===== config.mk =====
export PLATFORM = sky130hd
export DESIGN_NAME = sprite_dma_window
export DESIGN_NICKNAME = d
export VERILOG_FILES = /design/src/rtl/sprwin_pkg.sv /design/src/rtl/sprwin_hcount.sv /design/src/rtl/sprwin_edge.sv /design/src/rtl/sprwin_ctrl.sv /design/src/rtl/sprite_dma_window.sv
export SDC_FILE = /design/constraint.sdc
export NUM_CORES = 1
export LEC_CHECK = 0
export ABC_AREA = 1
export BUFFER_PORTS_ARGS = -buffer_cell sky130_fd_sc_hd__buf_2
export CAP_MARGIN = 10
export CORE_ASPECT_RATIO = 1.1
export CORE_MARGIN = 2
export CORE_UTILIZATION = 49
export CTS_CLUSTER_SIZE = 24
export DETAILED_ROUTE_END_ITERATION = 6
export PLACE_DENSITY = 0.75
export SYNTH_ARGS = -nofsm -noshare
export SYNTH_HDL_FRONTEND = slang
export SYNTH_SLANG_ARGS = --single-unit

===== constraint.sdc =====
create_clock -name clk -period 1.5 [get_ports clk]
set_input_delay 0.225 -clock clk [delete_from_list [all_inputs] [get_ports clk]]
set_output_delay 0.225 -clock clk [all_outputs]
set_load 0.01 [all_outputs]

===== src/rtl/sprwin_pkg.sv =====
package sprwin_pkg;

    // Guard and output state of the window for the current line.
    typedef struct packed {
        logic opened;   // open edge already taken this line
        logic closed;   // close edge already taken this line
        logic active;   // window flag driven to the port
    } win_state_t;

    // True when every bit set in mask is also set in pos.
    // On an up-only counter this first holds at pos == mask.
    function automatic logic bits_cover(input logic [31:0] pos, input logic [31:0] mask);
        return (pos & mask) == mask;
    endfunction

endpackage


===== src/rtl/sprwin_hcount.sv =====
module sprwin_hcount #(
    parameter int W = 10
) (
    input  logic         clk,
    input  logic         rst,
    input  logic         pix_en,
    input  logic [W-1:0] line_last,
    output logic [W-1:0] pos,
    output logic         wrap,
    output logic         strobe
);
    assign wrap = pix_en && (pos == line_last);

    always_ff @(posedge clk) begin
        if (rst) begin
            pos    <= '0;
            strobe <= 1'b0;
        end else begin
            strobe <= wrap;
            if (wrap)
                pos <= '0;
            else if (pix_en)
                pos <= pos + 1'b1;
        end
    end
endmodule


===== src/rtl/sprwin_edge.sv =====
module sprwin_edge #(
    parameter int W      = 10,
    parameter int TARGET = 20
) (
    input  logic [W-1:0] pos,
    input  logic         armed,
    output logic         hit
);
    import sprwin_pkg::*;

    localparam logic [W-1:0] MASK = W'(TARGET);

    // Only the bits set in MASK reach the AND; the rest drop out.
    assign hit = armed && bits_cover(32'(pos), 32'(MASK));
endmodule


===== src/rtl/sprwin_ctrl.sv =====
module sprwin_ctrl (
    input  logic                   clk,
    input  logic                   rst,
    input  logic                   wrap,
    input  logic                   open_hit,
    input  logic                   close_hit,
    output sprwin_pkg::win_state_t st
);
    import sprwin_pkg::*;

    win_state_t st_nx;

    always_comb begin
        st_nx = st;
        if (wrap) begin
            st_nx = '0;
        end else begin
            if (open_hit) begin
                st_nx.opened = 1'b1;
                st_nx.active = 1'b1;
            end
            if (close_hit) begin
                st_nx.closed = 1'b1;
                st_nx.active = 1'b0;
            end
        end
    end

    always_ff @(posedge clk) begin
        if (rst) st <= '0;
        else     st <= st_nx;
    end
endmodule


===== src/rtl/sprite_dma_window.sv =====
module sprite_dma_window #(
    parameter int POS_W    = 10,
    parameter int OPEN_AT  = 20,
    parameter int CLOSE_AT = 772
) (
    input  logic             clk,
    input  logic             rst,
    input  logic             pix_en,
    input  logic [POS_W-1:0] line_last,
    output logic [POS_W-1:0] hpos,
    output logic             spr_dma_en,
    output logic             line_start
);
    import sprwin_pkg::*;

    logic       wrap;
    logic       open_hit;
    logic       close_hit;
    win_state_t st;

    sprwin_hcount #(.W(POS_W)) u_count (
        .clk       (clk),
        .rst       (rst),
        .pix_en    (pix_en),
        .line_last (line_last),
        .pos       (hpos),
        .wrap      (wrap),
        .strobe    (line_start)
    );

    sprwin_edge #(.W(POS_W), .TARGET(OPEN_AT)) u_open (
        .pos   (hpos),
        .armed (!st.opened),
        .hit   (open_hit)
    );

    sprwin_edge #(.W(POS_W), .TARGET(CLOSE_AT)) u_close (
        .pos   (hpos),
        .armed (st.opened && !st.closed),
        .hit   (close_hit)
    );

    sprwin_ctrl u_ctrl (
        .clk       (clk),
        .rst       (rst),
        .wrap      (wrap),
        .open_hit  (open_hit),
        .close_hit (close_hit),
        .st        (st)
    );

    assign spr_dma_en = st.active;
endmodule


==> results by group <==
Timing
  • Setup repair after global routing missed its margin: false
  • Worst slew pin tran: between 0.2 and 0.25 ns
  • Setup TNS: 0 ns
  • Fin. Hold Viols: 0
  • Final setup vio count: 0
  • Slew margin rel.: a little over four fifths
  • Slew Viols, Final: 0
  • Max Freq: between 0.7 and 0.8 GHz
  • Min Tclk post-route: approximately 1.3 ns
  • Skew final: 0.00144 ns
  • Period utilization: just under 90%

Die
  • Initial Util: between 50 and 60%
  • Die area: between 0.002 and 0.0025 sq mm
  • CORE AREA: approximately 0.0016 sq mm
  • DIE WIDTH: about 44 um
  • Cell Rows: 15
  • Io pins: 25
  • Chip Height: approximately 48 um

Critical path
  • Most frequent CP cell: nand2_1
  • CP bufs+invs: 1
  • Peak fanout along the critical path: 5
  • CP arrival: approximately 1.5 ns
  • Worst path cell trace: ha_1 -> nand3_1 -> nor3_2 -> nand2_1 -> nand2_1 -> nand2_1 -> inv_1 -> nor2_1
  • Crit Path Category: reg2reg
  • Crit-path slowest cell: dfxtp_1
  • Crit start category: flip-flop
  • Crit-path max cell delay: 0.42 ns
  • CP top delay family: simple AND/OR/NAND/NOR gates
  • Critical path capture point type: flip-flop
  • Worst EP required: 1.67 ns

Cells and area
  • Layout cells sized above 1: between 20% and 30%
  • Commonest non-fill, non-tap cell in the layout: nand2_1
  • Fill cell count: 149
  • Commonest cells after routing, fill and taps aside: nand2_1, buf_2, inv_1, nor2_1, dfxtp_1
  • # nets final: roughly 170
  • Ant diodes: 0
  • Multi-input gate area: between 400 and 500 sq um
  • Layout Area Growth over Synthesis: 17.1%
  • Seq. cell area: ~280 sq um

Detailed routing
  • Drt pass-1 iters: 3
  • Antenna Nets Post-Route: 0
  • Post-Route WL: around 1700 um
  • DRC viols: 0
  • Via/cell ratio: between 4 and 5
  • Drt wl/cell: 9.74 um
  • Detailed-route via count: ~800
  • First DRT Iteration DRCs: 8

Clocking
  • Clk_lat worst skew: around 0.27 ns
  • CTS Buf Count: 3
  • Clock Sinks: 14
  • CTS max path bufs: 2
  • CTS tree: done
  • Setup bufs post-CTS: 0
  • Hold buffers post-CTS: 0
  • Root Driver: clkbuf_4
  • Clk slew on worst S/H paths: about 0.08 ns
  • H-tree depth: 1
  • Cts repair resizes: 0

Synthesis
  • Syn Inst Count: 130
  • YS warnings: 0
  • Seq/Total Area, Yosys: approximately a third
  • Syn Area/Cell: 6.49 sq um
  • Netlist cell types: 21
  • Post-synth net total: 144
  • Flops & latches, synth: 14
  • Syn Std Cell Area: 843 sq um

Global route
  • Grt ovf: 0
  • Pin count of the biggest net entering global routing: 14
  • Initial antenna violation count: 0
  • First-pass GRT wire length: between 2000 and 3000 um
  • GRT Total Usage: ~18%
  • Vias in the first global route: between 700 and 800

Run status
  • Status: finished, final reports clean

Power
  • Design Power: a little under 0.0007 W
  • Maximum vdd drop: 0.000554 V
  • Leak Pwr: slightly above 0.5 nW
  • PD cells: 681 mW/mm^2

Place
  • Hpwl dp: around 1300 um
  • Routability cong.: between 0.8 and 0.9
  • IO buf count: 24

Flow run
  • MaxCap Viol Count: 0

Worst hold path
  • Worst hold path class: in2reg
## cells in the mapped netlist, drive strengths merged
master	number	area [sq um]
a21oi	1	5.00
a31oi	1	6.26
buf	3	27.5
dfxtp	14	280
ha	1	12.5
inv	24	90.1
nand2	39	156
nand3	6	30.0
nand4	1	6.26
nor2	29	136
nor3	2	20.0
o21ai	1	5.00
o22ai	1	6.26
xnor2	2	17.5
xor2	5	43.8
## sequential cells by signal, summed over array words and instances (netlist names)
name and cells:
u_ctrl.st 3, u_count.strobe 1, u_count.pos 10
## cell families after synthesis
group                      Yosys count  synth area share (%)
adders and majority gates            1                  1.48
and+or+nand+nor                     77                  41.4
buffers and inverters               27                  13.9
xor gates and xnor gates             7                  7.27
DFF                                 14                  33.2
AOI/OAI and AO/OA                    4                  2.67
## metrics by stage
stage	hold slack [ns]	setup WS [ns]	cell area, sq um	cells	utilization (%)
2_1_floorplan	0.297	0.246	843	130	-
3_3_place_gp	0.416	0.167	965	169	60.5
3_5_place_dp	0.413	0.190	965	169	60.5
4_1_cts	0.117	0.163	987	172	61.9
5_1_grt	0.0984	0.0136	987	172	61.9
6_report	0.125	0.174	987	172	61.9
## report_power, final
group	switching, W	total [W]	internal (W)	leakage, nW
clock	0.000113	0.000206	0.0000929	0.0138
sequential	0.00000756	0.000384	0.000377	0.113
combinational	0.0000463	0.0000819	0.0000357	0.376
## layer usage
| layer | global-route usage [%] | share of wire, % |
|---|---|---|
| met5 | 0 | 0 |
| met4 | 9.70 | 0.84 |
| met3 | 5.28 | 4.4 |
| met2 | 33.8 | 50 |
| met1 | 18.0 | 45 |
## worst paths after layout
| path | start | end | slack [ns] | depth (start not counted) |
|---|---|---|---|---|
| worst max register to register | u_count.pos[0] | u_count.pos[8] | 0.17 | 8 |
| worst min-delay path | rst | u_count.strobe | 0.12 | 2 |
| worst max-delay path | u_count.pos[0] | u_count.pos[8] | 0.17 | 8 |
| worst min register to register | u_ctrl.st[1] | u_ctrl.st[1] | 0.50 | 2 |
## final cells by class
type                       count  share of cell area, %
clock buffer                   3                   2.28
inverter                      24                   9.13
multi-input combinational     89                   45.1
sequential                    14                   28.4
tap                           17                   2.15
timing repair buffer          25                   12.9
(Power assumes the default switching activity.)
